$ cat src/rtl/pmic_cmd_chan_pkg.sv
package pmic_cmd_chan_pkg;

    localparam int BUS_W = 32;

    typedef enum logic [2:0] {
        ST_IDLE     = 3'd0,
        ST_REQ      = 3'd2,
        ST_WFDLE    = 3'd4,
        ST_WFVLDCLR = 3'd6
    } chan_state_e;

    localparam logic [11:0] OFS_READY  = 12'h000;
    localparam logic [11:0] OFS_CMD    = 12'h8C0;
    localparam logic [11:0] OFS_WDATA  = 12'h8C4;
    localparam logic [11:0] OFS_RDATA  = 12'h8D4;
    localparam logic [11:0] OFS_VLDCLR = 12'h8E4;
    localparam logic [11:0] OFS_STATUS = 12'h8E8;

    localparam int READY_BIT = 15;

endpackage

$ cat src/rtl/pmic_cmd_chan_dec.sv
module pmic_cmd_chan_dec
    import pmic_cmd_chan_pkg::*;
#(
    parameter int ADDR_W = 12
) (
    input  logic              bus_we,
    input  logic [ADDR_W-1:0] bus_addr,
    input  logic              wbit0,
    input  logic              ready_q,
    input  logic [BUS_W-1:0]  cmd_q,
    input  logic [BUS_W-1:0]  wdata_q,
    input  logic [BUS_W-1:0]  rdata_q,
    input  logic [2:0]        state_code,
    input  logic              err_q,
    output logic              cmd_wr,
    output logic              wdata_wr,
    output logic              vldclr_wr,
    output logic              errclr_wr,
    output logic [BUS_W-1:0]  bus_rdata
);

    logic hit_cmd, hit_wdata, hit_rdata, hit_vldclr, hit_status, hit_ready;

    always_comb begin
        hit_cmd    = (bus_addr == ADDR_W'(OFS_CMD));
        hit_wdata  = (bus_addr == ADDR_W'(OFS_WDATA));
        hit_rdata  = (bus_addr == ADDR_W'(OFS_RDATA));
        hit_vldclr = (bus_addr == ADDR_W'(OFS_VLDCLR));
        hit_status = (bus_addr == ADDR_W'(OFS_STATUS));
        hit_ready  = (bus_addr == ADDR_W'(OFS_READY));
    end

    always_comb begin
        cmd_wr    = bus_we && hit_cmd;
        wdata_wr  = bus_we && hit_wdata;
        vldclr_wr = bus_we && hit_vldclr && wbit0;
        errclr_wr = bus_we && hit_status && wbit0;
    end

    always_comb begin
        bus_rdata = '0;
        if (hit_ready)  bus_rdata[READY_BIT] = ready_q;
        if (hit_cmd)    bus_rdata = cmd_q;
        if (hit_wdata)  bus_rdata = wdata_q;
        if (hit_rdata)  bus_rdata = rdata_q;
        if (hit_status) bus_rdata = {{(BUS_W-4){1'b0}}, state_code, err_q};
    end

endmodule

$ cat src/rtl/pmic_cmd_chan_fsm.sv
module pmic_cmd_chan_fsm
    import pmic_cmd_chan_pkg::*;
(
    input  logic        clk,
    input  logic        rst_n,
    input  logic        cmd_wr,
    input  logic        cmd_is_write,
    input  logic        dev_ack,
    input  logic        dev_rvalid,
    input  logic        vldclr_wr,
    output chan_state_e state,
    output logic        launch,
    output logic        reject,
    output logic        capture,
    output logic        dev_req
);

    chan_state_e state_q, state_d;

    always_ff @(posedge clk or negedge rst_n) begin
        if (!rst_n) state_q <= ST_IDLE;
        else        state_q <= state_d;
    end

    always_comb begin
        state_d = state_q;
        unique case (state_q)
            ST_IDLE:     if (cmd_wr)     state_d = ST_REQ;
            ST_REQ:      if (dev_ack)    state_d = cmd_is_write ? ST_IDLE : ST_WFDLE;
            ST_WFDLE:    if (dev_rvalid) state_d = ST_WFVLDCLR;
            ST_WFVLDCLR: if (vldclr_wr)  state_d = ST_IDLE;
            default:                     state_d = ST_IDLE;
        endcase
    end

    always_comb begin
        state   = state_q;
        launch  = cmd_wr && (state_q == ST_IDLE);
        reject  = cmd_wr && (state_q != ST_IDLE);
        capture = dev_rvalid && (state_q == ST_WFDLE);
        dev_req = (state_q == ST_REQ);
    end

endmodule

$ cat src/rtl/pmic_cmd_chan_mask.sv
module pmic_cmd_chan_mask #(
    parameter int MAX_BYTES = 2,
    localparam int PAY_W = MAX_BYTES * 8
) (
    input  logic [7:0]       bcnt,
    input  logic [PAY_W-1:0] data_in,
    output logic [PAY_W-1:0] data_out
);

    for (genvar i = 0; i < MAX_BYTES; i++) begin : g_byte
        assign data_out[i*8 +: 8] = (bcnt >= 8'(i)) ? data_in[i*8 +: 8] : 8'h00;
    end

endmodule

$ cat src/rtl/pmic_cmd_chan.sv
module pmic_cmd_chan
    import pmic_cmd_chan_pkg::*;
#(
    parameter int ADDR_W    = 12,
    parameter int MAX_BYTES = 2,
    localparam int PAY_W    = MAX_BYTES * 8
) (
    input  logic              clk,
    input  logic              rst_n,
    input  logic              bus_we,
    input  logic [ADDR_W-1:0] bus_addr,
    input  logic [BUS_W-1:0]  bus_wdata,
    output logic [BUS_W-1:0]  bus_rdata,
    output logic              dev_req,
    output logic [1:0]        dev_class,
    output logic              dev_write,
    output logic [3:0]        dev_sid,
    output logic [7:0]        dev_bcnt,
    output logic [15:0]       dev_addr,
    output logic [PAY_W-1:0]  dev_wdata,
    input  logic              dev_ack,
    input  logic              dev_rvalid,
    input  logic [PAY_W-1:0]  dev_rdata
);

    logic [BUS_W-1:0] cmd_q, wdata_q, rdata_q;
    logic [PAY_W-1:0] wpay_q, wmask_out, rmask_out;
    logic             err_q, ready_q;
    logic             cmd_wr, wdata_wr, vldclr_wr, errclr_wr;
    logic             launch, reject, capture;
    chan_state_e      state;

    pmic_cmd_chan_dec #(.ADDR_W(ADDR_W)) u_dec (
        .bus_we     (bus_we),
        .bus_addr   (bus_addr),
        .wbit0      (bus_wdata[0]),
        .ready_q    (ready_q),
        .cmd_q      (cmd_q),
        .wdata_q    (wdata_q),
        .rdata_q    (rdata_q),
        .state_code (state),
        .err_q      (err_q),
        .cmd_wr     (cmd_wr),
        .wdata_wr   (wdata_wr),
        .vldclr_wr  (vldclr_wr),
        .errclr_wr  (errclr_wr),
        .bus_rdata  (bus_rdata)
    );

    pmic_cmd_chan_fsm u_fsm (
        .clk          (clk),
        .rst_n        (rst_n),
        .cmd_wr       (cmd_wr),
        .cmd_is_write (cmd_q[29]),
        .dev_ack      (dev_ack),
        .dev_rvalid   (dev_rvalid),
        .vldclr_wr    (vldclr_wr),
        .state        (state),
        .launch       (launch),
        .reject       (reject),
        .capture      (capture),
        .dev_req      (dev_req)
    );

    // payload snapshot uses the count of the command being launched
    pmic_cmd_chan_mask #(.MAX_BYTES(MAX_BYTES)) u_wmask (
        .bcnt     (bus_wdata[23:16]),
        .data_in  (wdata_q[PAY_W-1:0]),
        .data_out (wmask_out)
    );

    pmic_cmd_chan_mask #(.MAX_BYTES(MAX_BYTES)) u_rmask (
        .bcnt     (cmd_q[23:16]),
        .data_in  (dev_rdata),
        .data_out (rmask_out)
    );

    always_ff @(posedge clk or negedge rst_n) begin
        if (!rst_n) begin
            cmd_q   <= '0;
            wdata_q <= '0;
            rdata_q <= '0;
            wpay_q  <= '0;
            err_q   <= 1'b0;
            ready_q <= 1'b0;
        end else begin
            ready_q <= 1'b1;
            if (launch) begin
                cmd_q  <= bus_wdata;
                wpay_q <= wmask_out;
            end
            if (wdata_wr) wdata_q <= bus_wdata;
            if (capture)  rdata_q <= BUS_W'(rmask_out);
            if (reject)         err_q <= 1'b1;
            else if (errclr_wr) err_q <= 1'b0;
        end
    end

    always_comb begin
        dev_class = cmd_q[31:30];
        dev_write = cmd_q[29];
        dev_sid   = cmd_q[27:24];
        dev_bcnt  = cmd_q[23:16];
        dev_addr  = cmd_q[15:0];
        dev_wdata = wpay_q;
    end

endmodule

$ cat config.mk
export PLATFORM = sky130hd
export DESIGN_NAME = pmic_cmd_chan
export DESIGN_NICKNAME = d
export VERILOG_FILES = /design/src/rtl/pmic_cmd_chan_pkg.sv /design/src/rtl/pmic_cmd_chan_dec.sv /design/src/rtl/pmic_cmd_chan_fsm.sv /design/src/rtl/pmic_cmd_chan_mask.sv /design/src/rtl/pmic_cmd_chan.sv
export SDC_FILE = /design/constraint.sdc
export NUM_CORES = 1
export LEC_CHECK = 0
export BUFFER_PORTS_ARGS = -buffer_cell sky130_fd_sc_hd__buf_2
export CAP_MARGIN = 20
export CORE_ASPECT_RATIO = 1.5
export CORE_MARGIN = 2
export CORE_UTILIZATION = 43
export CTS_BUF_LIST = sky130_fd_sc_hd__clkbuf_4 sky130_fd_sc_hd__clkbuf_8
export DETAILED_ROUTE_END_ITERATION = 7
export PLACE_DENSITY = 0.77
export SLEW_MARGIN = 25
export SYNTH_ARGS = -nofsm -noshare
export SYNTH_HDL_FRONTEND = slang
export SYNTH_SLANG_ARGS = --single-unit
$ cat constraint.sdc
create_clock -name clk -period 1.85 [get_ports clk]
set_input_delay 0.185 -clock clk [delete_from_list [all_inputs] [get_ports clk]]
set_output_delay 0.185 -clock clk [all_outputs]
set_load 0.1 [all_outputs]
==> flow_summary.toml <==
[yosys]
ys_types = 40
ys_async_sr_fraction = 1.00
synth_area_um2 = 4790
synth_warnings = 0
netlist.area_leader.share = 0.522
seq_area_frac_synth = 0.522
synthFlopType = "dfrtp_1"
synth.largest_area_cell = "dfrtp_1"
synth.area.top_cells = "dfrtp_1 (52%), mux2_2 (18%), buf_4 (5.3%)"
avgSynthCellArea_um2 = 12.2
synth.ff_latch_count = 100
syn_nets = 458
synth.most_common_cell = "dfrtp_1"
synth_common_cells = "dfrtp_1 (100), mux2_2 (76), buf_4 (34)"
synth_cells = 393
synth-edff-count = 0

[detailed_routing]
vias = 3823
ant_nets = 0
detail_route.first_pass.iterations = 4
wl_per_cell_um = 20.3
detail_route.iter0.violations = 177
drc = 0
totalWireLength_um = 14000
viasPerCell = 5.56

[clock_tree]
cts.clk_slew.worst_paths_ns = 0.10
clk_path_buf_depth = 2
clock_latency_ns = 0.38
cts_sinks = 100
cts.htree.levels = 3
root_buffer = "clkbuf_8"
numCtsBuffers = 9
cts_tree = "yes"

[sta]
min_period_ns = 1.89
slew_headroom = 0.648
setup_ws_ns = -0.0368
hold_viol = 0
max_freq_ghz = 0.530
worstMarginPinSlew_ns = 0.527
fin_worst_skew_ns = 0.0133
timing.hold.ws_ns = 0.0168
setup_viol = 2
finalCritPeriodShare = 1.02
drv_slew = 0
rsz0062_at_grt = "true"

[layout]
nFillCells = 862
final_cells = 688
fin_nets = 602
n_antenna_cell = 0
area_growth_pct = 45.0
drive_gt1_frac = 0.630

[global_routing]
globalRoute.totalOverflow = 0
grt_start_max_net_pins = 53
grt_pass1_vias = 4107
grt_pass1_wl_um = 21200
grt_use_total = 0.227
antenna_found_initial = 0

[floorplan]
num_io_pins = 145
initial_core_util = 0.438
die_x_um = 90.2
rows = 47
core_um2 = 10900
die_y_um = 133
die-area_um2 = 12000

[pwr]
power.density_nw_per_um2 = 604
leakagePower_nw = 3.40
ir_drop_v = 0.000409

[critical_path]
path_class = "primary input to primary output"
cp-start-kind = "primary input"
critPathRequiredTime_ns = 1.66
endpoint_kind = "primary output"
critPathArrivalTime_ns = 1.70
cp_max_fo = 7

[place]
numPlacedInstances = 664
preCtsSetupSlack_ns = -0.180
portBuffers = 144
place_congestion = 0.819
hpwlAfterDp_um = 10300

[status]
outcome = "complete, but fails checks"
failed_checks = "negative setup slack"

[worst_hold_path]
min_path_type = "primary input to flop"

[job]
maxCapViolCount = 0
[cells by family after synthesis]
family          after synthesis  synth area share
other cells                   1          0.000782
buf+inv                      56            0.0757
simple gates                 76            0.0911
mux                          82             0.194
compound gates               78             0.116
flops                       100             0.522
[path summary, 6_finish.rpt]
kind	from	to	slack (ns)	cells past startpoint
max	bus_addr[10]	bus_rdata[14]	-0.04	6
min	dev_rdata[11]	rdata_q[11]	0.02	2
max reg2reg	u_fsm.state[2]	dev_wdata[11]	0.16	5
min reg2reg	dev_wdata[4]	dev_wdata[4]	0.51	1
max in group asynchronous	rst_n	wdata_q[25]	0.94	3
min in group asynchronous	rst_n	cmd_q[14]	0.23	2
[area by class of cell]
cell class                 count  area [um^2]  area share
timing repair buffer         188         1730       0.248
clock buffer                  11          145      0.0209
tap                          147          184      0.0265
clock inverter                 4         26.3     0.00378
sequential                   100         2500       0.360
multi-input combinational    238         2370       0.341
[cells in the final DEF, fill, tap and decap left out, types with 2 or more instances in the layout]
cell type and n:
buf_2 108, dfrtp_1 100, mux2_2 76, buf_12 40, buf_4 29, o21ai_0 28, nand2_1 22, a32oi_4 13
a22o_2 11, clkbuf_8 10, a22o_1 9, nand3_1 7, nand3_2 6, buf_6 6, a22o_4 5, nor2_1 5
nand2_2 4, nor4_1 4, nand2_4 3, nand4_1 3, o21ai_1 3, nand3b_1 3, mux2_1 3, clkbuf_16 3
nor4b_4 2, and3_4 2, and4b_1 2, nand3_4 2, nor3_1 2, a22oi_1 2, a221o_2 2, mux2_4 2
clkinv_2 2
[power breakdown]
group	leakage, nW	internal (mW)	switching [mW]
clock network	0.0886	0.532	0.751
registers	1.37	2.30	0.0615
logic	1.94	0.231	0.319
total	3.40	3.07	1.13
[through the flow]
step                power (mW)  utilization  setup TNS (ns)  instance area, um^2
global route              4.37        0.636          -0.586                 6950
CTS                       4.22        0.617               0                 6750
finish                    4.20        0.636         -0.0381                 6950
detailed placement        2.95        0.598           -9.30                 6540
floorplan                 2.69            -           -3.24                 5180
global placement          2.91        0.598           -3.59                 6540
[sequential cells by signal, summed over array words and instances, names as in the netlist]
name,cells
cmd_q,32
rdata_q,16
ready_q,1
wdata_q,32
dev_wdata,16
err_q,1
u_fsm.state,2
[metal layers]
metal / up-vias / wire, um / track usage
li1: 1707 / - / -
met1: 1956 / 5410 / 0.257
met2: 136 / 7470 / 0.412
met3: 24 / 765 / 0.0532
met4: 0 / 317 / 0.0906
met5: - / 0 / 0
[what timing repair did]
action                                  in CTS  in global routing
pin swaps                                    2                 11
gates cloned                                 0                  5
buffers inserted                             3                  1
endpoints found under the setup margin      31                 25
hold endpoints to repair                    21                  0
hold buffers                                 1                  0
resized for setup                            4                 29
[critical path: stages]
cell and delay (ns):
buf_6 0.10, nor4b_4 0.36, and2_2 0.37, nand3_1 0.18, a32oi_4 0.29, buf_12 0.21
No activity file was read; power rests on OpenSTA's default activity.
